[config.mk]
export PLATFORM = sky130hd
export DESIGN_NAME = freq_vote_top
export DESIGN_NICKNAME = d
export VERILOG_FILES = /design/src/rtl/fvote_pkg.sv /design/src/rtl/vote_collector.sv /design/src/rtl/majority_tally.sv /design/src/rtl/level_stepper.sv /design/src/rtl/freq_vote_top.sv
export SDC_FILE = /design/constraint.sdc
export NUM_CORES = 1
export LEC_CHECK = 0
export BUFFER_PORTS_ARGS = -buffer_cell sky130_fd_sc_hd__buf_2
export CAP_MARGIN = 20
export CELL_PAD_IN_SITES_DETAIL_PLACEMENT = 0
export CELL_PAD_IN_SITES_GLOBAL_PLACEMENT = 1
export CORE_MARGIN = 2
export CORE_UTILIZATION = 29
export CTS_BUF_LIST = sky130_fd_sc_hd__clkbuf_8
export CTS_CLUSTER_SIZE = 8
export DETAILED_ROUTE_END_ITERATION = 6
export GPL_TIMING_DRIVEN = 0
export PLACE_DENSITY = 0.57
export SLEW_MARGIN = 20
export SYNTH_ARGS = -nofsm -noshare
export SYNTH_HDL_FRONTEND = slang
export SYNTH_HIERARCHICAL = 1
export SYNTH_SLANG_ARGS = --single-unit
[constraint.sdc]
create_clock -name clk -period 3.4 [get_ports clk]
set_clock_uncertainty 0.15 [all_clocks]
set_input_delay 0.68 -clock clk [delete_from_list [all_inputs] [get_ports clk]]
set_output_delay 0.68 -clock clk [all_outputs]
set_load 0.005 [all_outputs]
[src/rtl/fvote_pkg.sv]
package fvote_pkg;
  typedef enum logic [1:0] {
    VOTE_HOLD = 2'b00,
    VOTE_UP   = 2'b01,
    VOTE_DOWN = 2'b10,
    VOTE_SPARE = 2'b11
  } vote_e;

  typedef enum logic [1:0] {
    STEP_KEEP = 2'b00,
    STEP_RAISE = 2'b01,
    STEP_LOWER = 2'b10
  } step_e;
endpackage

[src/rtl/vote_collector.sv]
module vote_collector #(
  parameter int N = 4
) (
  input  logic           clk,
  input  logic           rst_n,
  input  logic [N-1:0]   vote_valid,
  input  logic [2*N-1:0] core_vote,
  input  logic [2*N-1:0] mem_vote,
  input  logic           clear,
  output logic [N-1:0]   vote_ready,
  output logic [2*N-1:0] core_held,
  output logic [2*N-1:0] mem_held,
  output logic           all_in
);
  logic [N-1:0] have;

  for (genvar i = 0; i < N; i++) begin : g_slot
    always_ff @(posedge clk) begin
      if (!rst_n) begin
        have[i]           <= 1'b0;
        core_held[2*i +: 2] <= 2'b00;
        mem_held[2*i +: 2]  <= 2'b00;
      end else if (clear) begin
        have[i] <= 1'b0;
      end else if (vote_valid[i] && !have[i]) begin
        have[i]             <= 1'b1;
        core_held[2*i +: 2] <= core_vote[2*i +: 2];
        mem_held[2*i +: 2]  <= mem_vote[2*i +: 2];
      end
    end
  end

  assign vote_ready = ~have;
  assign all_in     = &have;
endmodule

[src/rtl/majority_tally.sv]
module majority_tally
  import fvote_pkg::*;
#(
  parameter int N = 4
) (
  input  logic [2*N-1:0] votes,
  output step_e          step
);
  localparam int CW = $clog2(N + 1) + 1;

  logic [CW-1:0] n_up, n_down;

  always_comb begin
    n_up   = '0;
    n_down = '0;
    for (int i = 0; i < N; i++) begin
      if (vote_e'(votes[2*i +: 2]) == VOTE_UP)   n_up   = n_up + 1'b1;
      if (vote_e'(votes[2*i +: 2]) == VOTE_DOWN) n_down = n_down + 1'b1;
    end
    if ({n_up, 1'b0} > (CW + 1)'(N))        step = STEP_RAISE;
    else if ({n_down, 1'b0} > (CW + 1)'(N)) step = STEP_LOWER;
    else                                    step = STEP_KEEP;
  end
endmodule

[src/rtl/level_stepper.sv]
module level_stepper
  import fvote_pkg::*;
#(
  parameter int LVL_W   = 2,
  parameter int MAX_LVL = 3,
  parameter int RST_LVL = 2
) (
  input  logic             clk,
  input  logic             rst_n,
  input  logic             apply,
  input  step_e            step,
  output logic [LVL_W-1:0] level,
  output logic             will_change
);
  localparam logic [LVL_W-1:0] TOP  = LVL_W'(MAX_LVL);
  localparam logic [LVL_W-1:0] INIT = LVL_W'(RST_LVL);

  logic [LVL_W-1:0] next_lvl;

  always_comb begin
    next_lvl = level;
    unique case (step)
      STEP_RAISE: if (level != TOP)  next_lvl = level + 1'b1;
      STEP_LOWER: if (level != '0)   next_lvl = level - 1'b1;
      default:    next_lvl = level;
    endcase
  end

  assign will_change = apply && (next_lvl != level);

  always_ff @(posedge clk) begin
    if (!rst_n)     level <= INIT;
    else if (apply) level <= next_lvl;
  end
endmodule

[src/rtl/freq_vote_top.sv]
module freq_vote_top
  import fvote_pkg::*;
#(
  parameter int NUM_CORES   = 4,
  parameter int NUM_LEVELS  = 4,
  parameter int RESET_LEVEL = 2,
  parameter int LVL_W       = $clog2(NUM_LEVELS)
) (
  input  logic                   clk,
  input  logic                   rst_n,
  input  logic [NUM_CORES-1:0]   vote_valid,
  output logic [NUM_CORES-1:0]   vote_ready,
  input  logic [2*NUM_CORES-1:0] core_vote,
  input  logic [2*NUM_CORES-1:0] mem_vote,
  output logic [LVL_W-1:0]       core_level,
  output logic [LVL_W-1:0]       mem_level,
  output logic                   level_update
);
  localparam int MAX_LVL = NUM_LEVELS - 1;

  logic [2*NUM_CORES-1:0] core_held, mem_held;
  logic  all_in;
  step_e core_step, mem_step;
  logic  core_chg, mem_chg;

  vote_collector #(.N(NUM_CORES)) u_collect (
    .clk        (clk),
    .rst_n      (rst_n),
    .vote_valid (vote_valid),
    .core_vote  (core_vote),
    .mem_vote   (mem_vote),
    .clear      (all_in),
    .vote_ready (vote_ready),
    .core_held  (core_held),
    .mem_held   (mem_held),
    .all_in     (all_in)
  );

  majority_tally #(.N(NUM_CORES)) u_tally_core (.votes(core_held), .step(core_step));
  majority_tally #(.N(NUM_CORES)) u_tally_mem  (.votes(mem_held),  .step(mem_step));

  level_stepper #(.LVL_W(LVL_W), .MAX_LVL(MAX_LVL), .RST_LVL(RESET_LEVEL)) u_step_core (
    .clk (clk), .rst_n (rst_n), .apply (all_in), .step (core_step),
    .level (core_level), .will_change (core_chg)
  );

  level_stepper #(.LVL_W(LVL_W), .MAX_LVL(MAX_LVL), .RST_LVL(RESET_LEVEL)) u_step_mem (
    .clk (clk), .rst_n (rst_n), .apply (all_in), .step (mem_step),
    .level (mem_level), .will_change (mem_chg)
  );

  always_ff @(posedge clk) begin
    if (!rst_n) level_update <= 1'b0;
    else        level_update <= core_chg | mem_chg;
  end
endmodule

==> results of run 1 <==
## layout make-up
class                   count  share of cell area
plain buffers               7              0.0199
repair buffers             30              0.0722
inverters                  22              0.0397
flip-flops and latches     25               0.241
clock buffers               3              0.0199
well taps                  75              0.0451
clock inverters             1             0.00181
multi-input cells         169               0.561
## cell usage after synthesis, drive strengths merged
| master | number | area share |
|---|---|---|
| o211ai | 2 | 0.0084 |
| or4b | 2 | 0.011 |
| nor4 | 3 | 0.011 |
| o2bb2ai | 2 | 0.0098 |
| o21a | 1 | 0.0042 |
| buf | 6 | 0.020 |
| nor3 | 4 | 0.011 |
| clkbuf | 1 | 0.0028 |
| xnor2 | 4 | 0.028 |
| dfxtp | 25 | 0.28 |
| inv | 22 | 0.046 |
| mux2i | 16 | 0.090 |
| ha | 16 | 0.11 |
| nor2 | 10 | 0.021 |
| o21ai | 16 | 0.045 |
| and3 | 2 | 0.0084 |
| a21oi | 12 | 0.038 |
| nor2b | 8 | 0.028 |
| nand2 | 48 | 0.10 |
| a211o | 2 | 0.0098 |
| a22oi | 2 | 0.0084 |
| nor3b | 4 | 0.042 |
| nand4b | 2 | 0.0098 |
| nand2b | 11 | 0.047 |
| or3 | 2 | 0.0070 |
## power by group through the flow
stage                     Combinational, mW  Clock [mW]  Sequential (mW)
after floorplan                       0.120           0            0.327
after global placement                0.162           0            0.330
after detailed placement              0.161           0            0.330
after CTS                             0.163       0.185            0.323
after global routing                  0.183       0.198            0.326
final                                 0.160       0.173            0.323
## routing by layer
layer,GRT usage,vias to the layer above
li1,-,812
met1,0.163,636
met2,0.180,37
met3,0.0272,2
met4,0.0100,0
met5,0,-
## registers in the layout (all words and copies together), names as in the netlist
name,count
u_collect/have,4
u_step_core/level,2
u_step_mem/level,2
u_collect/core_held,8
level_update,1
u_collect/mem_held,8
## worst register-to-register path: stages (launching register included)
cell	delay (ns)
dfxtp_1	0.35
nand2b_1	0.14
inv_1	0.05
ha_1	0.34
xnor2_2	0.20
ha_1	0.25
inv_1	0.05
o21ai_1	0.06
a211o_1	0.34
a21oi_2	0.14
ha_1	0.25
nand2b_1	0.20
or4b_1	0.51
o21ai_0	0.08
## worst max path at each step
stage,start,endpoint,slack (ns),depth (start not counted)
after floorplan,u_collect/core_held[3],u_step_core/level[0],0.46,13
after global placement,u_collect/mem_held[3],u_step_mem/level[0],0.24,13
after detailed placement,u_collect/mem_held[3],u_step_mem/level[0],0.24,13
after CTS,u_collect/mem_held[3],u_step_mem/level[0],0.22,13
after global routing,u_collect/core_held[3],u_step_core/level[0],0.04,13
final,u_collect/mem_held[3],u_step_mem/level[0],0.23,13
## timing repair
| action | CTS | global route |
|---|---|---|
| endpoints found under the setup margin | 0 | 1 |
| resized for setup | 0 | 2 |
| hold buffers | 0 | 0 |
## kinds of logic (layout without fill, tap and decap cells)
family | Yosys count | in the layout | share of synthesized area
flops | 25 | 25 | 0.280
fa+ha+maj | 16 | 16 | 0.112
mux | 16 | 16 | 0.0897
buf+inv | 29 | 63 | 0.0694
xor+xnor | 4 | 4 | 0.0280
simple gates | 96 | 96 | 0.297
compound gates | 37 | 37 | 0.123
==> reports/results.ini, run 1 <==
[route]
top_layer_used=met4
drt_wl_total_mm=3.75
drt.antenna.violating_nets=0
drc=0
vias_per_cell=4.48
routed-wl-met2_mm=1.53
met3_length_um=204
first_pass_iters=6
drt-met1-wl_mm=2.01
via_count=1487
drtIter0Drc=57
routedWlPerCell_um=11.3

[cts]
worstSkewPairLatency_ns=0.27
cts_buffers=3
root_buffer=clkbuf_8
clock_sinks=25
clkTransAtPathRegs_ns=0.09
cts.htree.levels=1
cts_buffer_depth=2
post_cts_buffers=0
cts_tree=yes

[sta]
max_slew.worst_pin.slew_ns=0.887
setup_slack_ns=0.229
rsz0062_at_grt=false
maxSlewHeadroom=0.403
fin_crit_ns=3.17
fmax_ghz=0.315
hold_ws_ns=0.327
slew_viol_final=0
setup_tns_ns=0
setup_viol=0
hold_viol=0
period_share=0.933

[finish]
drive_above_1_share=0.210
layout_commonest_cell=nand2_1
multiInputGateArea_mm2=0.00117
postLayoutCellArea_mm2=0.00208
area_growth_pct=16.5
layout_common_cells=48 x nand2_1, 35 x buf_2, 25 x dfxtp_1
regArea_um2=500
layout.cells.non_filler=332
fin_nets=296
fin_util=0.351
fillerInstances=640
antenna_cells=0

[grt]
grt_usage=0.114
grt_pass1_wl_mm=5.98
grt_pass1_vias=1300
grt_max_degree=14
grt_overflow=0
antenna_found_initial=0

[setup_path]
end_kind=flop
r2r_start=u_collect/mem_held[3]
path_cells=nand2b_1, inv_1, ha_1, xnor2_2, ha_1, inv_1, o21ai_1, a211o_1, a21oi_2, ha_1, nand2b_1, or4b_1, o21ai_0
arrival_ns=3.22
critPathMaxFanout=4
critPathMostFrequentCell=ha_1
rr_endpoint=u_step_mem/level[0]
reg2reg_slack_ns=0.23
crit_buf_inv=2
crit_required_ns=3.45
cp_top_family=simple AND/OR/NAND/NOR gates
slowest_delay_ns=0.51
r2r_cells=13
start_kind=flop
worstSetupPathType=flop to flop
cp_slowest_cell=or4b_1

[synth]
netlist_instances=223
ys.warnings.count=6
synth_seq_area_share=0.280
netlist_area_mm2=0.00179
synth-seq-cells=25
syn_area_per_cell_um2=8.01
synth_cell_type_count=30
synth_nets=261

[floorplanning]
fp.dieH_um=82.5
die_x_um=82.5
design.die.area_mm2=0.00680
coreArea_mm2=0.00592
start_util=0.302
row_count=28
io_pins=31

[pwr]
clkPwrFrac=0.264
p_sw_frac=0.287
power_uw=656
pwr-share-comb=0.244
seqPwrFrac=0.493
switching_power_uw=188
p_int_uw=467
p_leak_nw=0.937
power.density_mw_per_mm2=315
ir_drop_mv=0.157

[min_path]
hold_end=u_collect/core_held[2]
min_path_cells=2
hp-class=flop to flop
worstHoldStart=u_collect/core_held[2]

[placed_design]
gp_congestion=0.772
post_dp_cell_area_mm2=0.00203
port_buffers=30
placed_cells=328
dpl.hpwl_mm=3.06
dp_worst_setup_slack_ns=0.243

[status]
status=complete, no violations

[run]
drv_cap=0

Power figures use the tool's default switching activity.
==> run 2: changes to the inputs <==
CTS_BUF_LIST = sky130_fd_sc_hd__clkbuf_4   (was sky130_fd_sc_hd__clkbuf_8)
==> run 2 against run 1 <==
Global-route usage about the same. Cell area decreased by 0.78%. Sequential share of layout area up 0.25 points. Fmax fell by 0.11%. Critical path depth stayed put. Critical path type unchanged.
==> reports/results.ini, run 2 (synthesis gave the netlist of run 1 again) <==
[setup_path]
start_kind=flop
arrival_ns=3.29  ; +0.07 ns
path_cells=nand2b_1, inv_1, ha_1, xnor2_2, ha_1, inv_1, o21ai_1, a211o_1, a21oi_2, ha_1, nand2b_1, or4b_1, o21ai_0
r2r_cells=13  ; unchanged
critPathMaxFanout=4  ; unchanged
reg2reg_slack_ns=0.23  ; about the same
crit_required_ns=3.52  ; +0.07 ns
rr_endpoint=u_step_mem/level[0]
cp_slowest_cell=or4b_1
cp_top_family=simple AND/OR/NAND/NOR gates
worstSetupPathType=flop to flop
crit_buf_inv=2  ; unchanged
critPathMostFrequentCell=ha_1
slowest_delay_ns=0.51  ; about the same
r2r_start=u_collect/mem_held[3]
end_kind=flop

[finish]
drive_above_1_share=0.214  ; +0.00389
antenna_cells=0  ; unchanged
layout_common_cells=48 x nand2_1, 35 x buf_2, 24 x dfxtp_1
postLayoutCellArea_mm2=0.00206  ; -0.78%
fin_nets=296  ; unchanged
layout_commonest_cell=nand2_1
fillerInstances=643  ; +0.47%
area_growth_pct=15.6
top_regs=u_collect/core_held x8, u_collect/mem_held x8, u_collect/have x4

[pwr]
p_leak_nw=0.932  ; -0.57%
switching_power_uw=186  ; -1.4%
ir_drop_mv=0.101  ; -36%
power_uw=626  ; -4.5%
p_int_uw=440  ; -5.7%
clkPwrFrac=0.229  ; -0.035
seqPwrFrac=0.517  ; +0.024
pwr-share-comb=0.254  ; +0.010
p_sw_frac=0.297  ; +0.00940
power.density_mw_per_mm2=303  ; -3.7%

[sta]
setup_viol=0  ; unchanged
fmax_ghz=0.315  ; -0.11%
setup_slack_ns=0.226  ; -0.00363 ns
maxSlewHeadroom=0.403  ; -0.000709
rsz0062_at_grt=false
slew_viol_final=0  ; unchanged
fin_crit_ns=3.17  ; +0.00363 ns
max_slew.worst_pin.slew_ns=0.888  ; +0.00105 ns
hold_viol=0  ; unchanged
setup_tns_ns=0  ; unchanged
period_share=0.934  ; +0.00107

[grt]
grt_pass1_wl_mm=5.98  ; -0.12%
grt_pass1_vias=1292  ; -0.62%
grt_most_used_layer=met2
use_met1=0.164  ; +0.000874
grt_overflow=0  ; unchanged
antenna_found_initial=0  ; unchanged
grt_max_degree=14  ; unchanged
grt.met3_usage=0.0272  ; unchanged
use_met2=0.177  ; -0.00242
grt_usage=0.114  ; +0.000279

[route]
drt_wl_total_mm=3.76  ; +0.24%
drtIter0Drc=56  ; -1.8%
first_pass_iters=6  ; unchanged
drc=0  ; unchanged
drt.antenna.violating_nets=0  ; unchanged
via_count=1498  ; +0.74%
vias_per_cell=4.51  ; +0.74%
routedWlPerCell_um=11.3  ; +0.24%

[min_path]
hold_end=u_collect/mem_held[1]
min_path_cells=2  ; unchanged
worstHoldStart=u_collect/mem_held[1]
hp-class=flop to flop

[cts]
root_buffer=clkbuf_4
worstSkewPairLatency_ns=0.32  ; +0.05 ns
cts_tree=yes
post_cts_buffers=0  ; unchanged
cts_buffers=3  ; unchanged
cts_buffer_depth=2  ; unchanged
clock_sinks=25  ; unchanged
clkTransAtPathRegs_ns=0.14  ; +0.05 ns
hold_buffers=0  ; unchanged
cts.htree.levels=1  ; unchanged
cts_resized=0  ; unchanged

[floorplanning]
design.die.area_mm2=0.00680  ; unchanged
row_count=28  ; unchanged
die_x_um=82.5  ; unchanged
fp.dieH_um=82.5  ; unchanged
start_util=0.302  ; unchanged
coreArea_mm2=0.00592  ; unchanged
io_pins=31  ; unchanged

[placed_design]
post_dp_cell_area_mm2=0.00203  ; unchanged
dpl.hpwl_mm=3.06  ; unchanged
gp_congestion=0.772  ; unchanged
port_buffers=30  ; unchanged
dp_worst_setup_slack_ns=0.243  ; unchanged

[status]
status=complete, no violations

[run]
drv_cap=0  ; unchanged

run 2: cell count changes in the layout (fill, tap and decap cells not counted), sizes merged:
| cell | delta |
|---|---|
| inv | -1 |
| clkbuf | +1 |
run 2: layer usage:
layer | part of all wire | wire, µm
met1 | 0.53 | 1980
met4 | 0.0035 | 13
met5 | 0 | 0
met3 | 0.061 | 231
met2 | 0.41 | 1540
run 2: stage by stage:
| step | hold WS (ns) | instances | utilization |
|---|---|---|---|
| 6_report | 0.333 | 332 | 0.348 |
| 5_1_grt | 0.352 | 332 | 0.348 |
| 4_1_cts | 0.338 | 332 | 0.348 |
| 3_5_place_dp | 0.310 | 328 | 0.343 |
| 3_3_place_gp | 0.307 | 328 | 0.343 |
| 2_1_floorplan | 0.293 | 223 | - |
run 2: worst max path at each step:
stage / startpoint / to / slack, ns / cells past startpoint
final: u_collect/mem_held[3] / u_step_mem/level[0] / 0.23 / 13
after global routing: u_collect/core_held[3] / u_step_core/level[0] / 0.01 / 13
after CTS: u_collect/mem_held[3] / u_step_mem/level[0] / 0.22 / 13
after detailed placement: u_collect/mem_held[3] / u_step_mem/level[0] / 0.24 / 13
after global placement: u_collect/mem_held[3] / u_step_mem/level[0] / 0.24 / 13
after floorplan: u_collect/core_held[3] / u_step_core/level[0] / 0.46 / 13
run 2: cell type report:
cell class / count / area, µm² / area share
multi-input cells: 169 / 1160 / 0.564
flip-flops and latches: 25 / 502 / 0.243
repair buffers: 30 / 150 / 0.0728
well taps: 75 / 93.8 / 0.0455
inverters: 22 / 82.6 / 0.0400
plain buffers: 7 / 41.3 / 0.0200
clock buffers: 4 / 30.0 / 0.0146
run 2: worst register-to-register path, stage by stage (launching register included):
cell	delay, ns
dfxtp_1	0.37
nand2b_1	0.15
inv_1	0.05
ha_1	0.34
xnor2_2	0.20
ha_1	0.25
inv_1	0.05
o21ai_1	0.06
a211o_1	0.34
a21oi_2	0.14
ha_1	0.25
nand2b_1	0.20
or4b_1	0.51
o21ai_0	0.08
run 2: power groups by stage:
| stage | Sequential (mW) | Combinational (mW) | Clock (mW) |
|---|---|---|---|
| floorplan | 0.327 | 0.120 | 0 |
| global placement | 0.330 | 0.162 | 0 |
| detailed placement | 0.330 | 0.161 | 0 |
| CTS | 0.324 | 0.162 | 0.154 |
| global route | 0.327 | 0.182 | 0.168 |
| finish | 0.323 | 0.159 | 0.143 |
==> run 3: changes to the inputs <==
CTS_BUF_LIST = sky130_fd_sc_hd__clkbuf_2 sky130_fd_sc_hd__clkbuf_4 sky130_fd_sc_hd__clkbuf_8   (was sky130_fd_sc_hd__clkbuf_4)
==> run 3 against run 2 <==
Power increased by 6.5%. Clock power grew 29%. Clock-buffer cell count is the same.
==> reports/results.ini, run 3 (synthesis gave the netlist of run 1 again) <==
[status]
status=complete, no violations

[min_path]
hp-class=flop to flop
min_path_cells=2  ; unchanged

[cts]
clock_sinks=25  ; unchanged
cts_tree=yes
worstSkewPairLatency_ns=0.27  ; -0.05 ns
root_buffer=clkbuf_8
cts.htree.levels=1  ; unchanged
post_cts_buffers=0  ; unchanged
cts_buffers=3  ; unchanged
cts_buffer_depth=2  ; unchanged
clkTransAtPathRegs_ns=0.09  ; -0.05 ns

[placed_design]
gp_congestion=0.772  ; unchanged
port_buffers=30  ; unchanged
post_dp_cell_area_mm2=0.00203  ; unchanged
dpl.hpwl_mm=3.06  ; unchanged
placed_cells=328  ; unchanged

[sta]
period_share=0.934  ; about the same
rsz0062_at_grt=false
maxSlewHeadroom=0.402  ; -0.000667
setup_viol=0  ; unchanged
fin_crit_ns=3.17  ; +0.000832 ns
setup_tns_ns=0  ; unchanged
fmax_ghz=0.315  ; about the same
max_slew.worst_pin.slew_ns=0.889  ; +0.000990 ns
hold_viol=0  ; unchanged
slew_viol_final=0  ; unchanged

[floorplanning]
row_count=28  ; unchanged
fp.dieH_um=82.5  ; unchanged
die_x_um=82.5  ; unchanged
design.die.area_mm2=0.00680  ; unchanged
coreArea_mm2=0.00592  ; unchanged
io_pins=31  ; unchanged
start_util=0.302  ; unchanged

[pwr]
ir_drop_mv=0.157  ; +56%
p_leak_nw=0.937  ; +0.50%
power_uw=667  ; +6.5%
power.density_mw_per_mm2=320  ; +5.5%

[finish]
fin_util=0.352  ; +0.00338
fillerInstances=637  ; -0.93%
antenna_cells=0  ; unchanged
drive_above_1_share=0.214  ; unchanged
layout_commonest_cell=nand2_1
top_regs=u_collect/core_held x8, u_collect/mem_held x8, u_collect/have x4
layout_common_cells=48 x nand2_1, 35 x buf_2, 25 x dfxtp_1
fin_nets=296  ; unchanged
layout.cells.non_filler=332  ; unchanged
postLayoutCellArea_mm2=0.00208  ; +0.97%
area_growth_pct=16.7

[grt]
grt_max_degree=14  ; unchanged
grt_pass1_vias=1293  ; +0.077%
grt_overflow=0  ; unchanged
grt_usage=0.114  ; -0.000455
antenna_found_initial=0  ; unchanged
grt_pass1_wl_mm=5.96  ; -0.23%

[setup_path]
r2r_cells=13  ; unchanged
critPathMaxFanout=4  ; unchanged
end_kind=flop
crit_required_ns=3.45  ; -0.07 ns
start_kind=flop
worstSetupPathType=flop to flop
arrival_ns=3.23  ; -0.06 ns

[route]
drc=0  ; unchanged
vias_per_cell=4.50  ; -0.27%
via_count=1494  ; -0.27%
first_pass_iters=6  ; unchanged
drtIter0Drc=59  ; +5.4%
drt_wl_total_mm=3.77  ; +0.21%
drt.antenna.violating_nets=0  ; unchanged
routedWlPerCell_um=11.3  ; +0.21%

[run]
drv_cap=0  ; unchanged

## run 3: final timing paths
check                                         endpoint  slack (ns)              startpoint
worst max-delay path               u_step_mem/level[0]        0.23   u_collect/mem_held[3]
worst min-delay path            u_collect/core_held[2]        0.33  u_collect/core_held[2]
worst max register to register     u_step_mem/level[0]        0.23   u_collect/mem_held[3]
worst min register to register  u_collect/core_held[2]        0.33  u_collect/core_held[2]
## run 3: worst max-delay path, stage by stage, from the launching register on
cell and delay (ns):
dfxtp_1 0.35, nand2b_1 0.14, inv_1 0.05, ha_1 0.34, xnor2_2 0.20, ha_1 0.24, inv_1 0.05, o21ai_1 0.06
a211o_1 0.34, a21oi_2 0.14, ha_1 0.25, nand2b_1 0.20, or4b_1 0.51, o21ai_0 0.07
## run 3: power by group
group	leakage, nW	internal [mW]	switching [mW]
logic	0.705	0.0777	0.0823
registers	0.205	0.309	0.0142
clock network	0.0262	0.0917	0.0924
## run 3: area by class of cell
type                    count  area (µm²)  area share
inverters                  22        82.6      0.0396
clock buffers               4        48.8      0.0234
plain buffers               7        41.3      0.0198
multi-input cells         169        1170       0.560
well taps                  75        93.8      0.0450
flip-flops and latches     25         500       0.240
repair buffers             30         150      0.0721
## run 3: through the flow
stage / setup WS, ns / hold slack, ns
5_1_grt: 0.0369 / 0.347
4_1_cts: 0.221 / 0.332
2_1_floorplan: 0.459 / 0.293
3_5_place_dp: 0.243 / 0.310
3_3_place_gp: 0.240 / 0.307
6_report: 0.225 / 0.327
## run 3: what timing repair did
action | in CTS | in global routing
setup endpoints to repair | 0 | 1
hold buffers | 0 | 0
gates resized for setup | 0 | 2
## run 3: metal layers
metal | vias up | share of wire | GRT usage
li1 | 811 | - | -
met2 | 41 | 0.41 | 0.179
met4 | 0 | 0.0021 | 0.0100
met5 | - | 0 | 0
met1 | 640 | 0.53 | 0.163
met3 | 2 | 0.061 | 0.0272
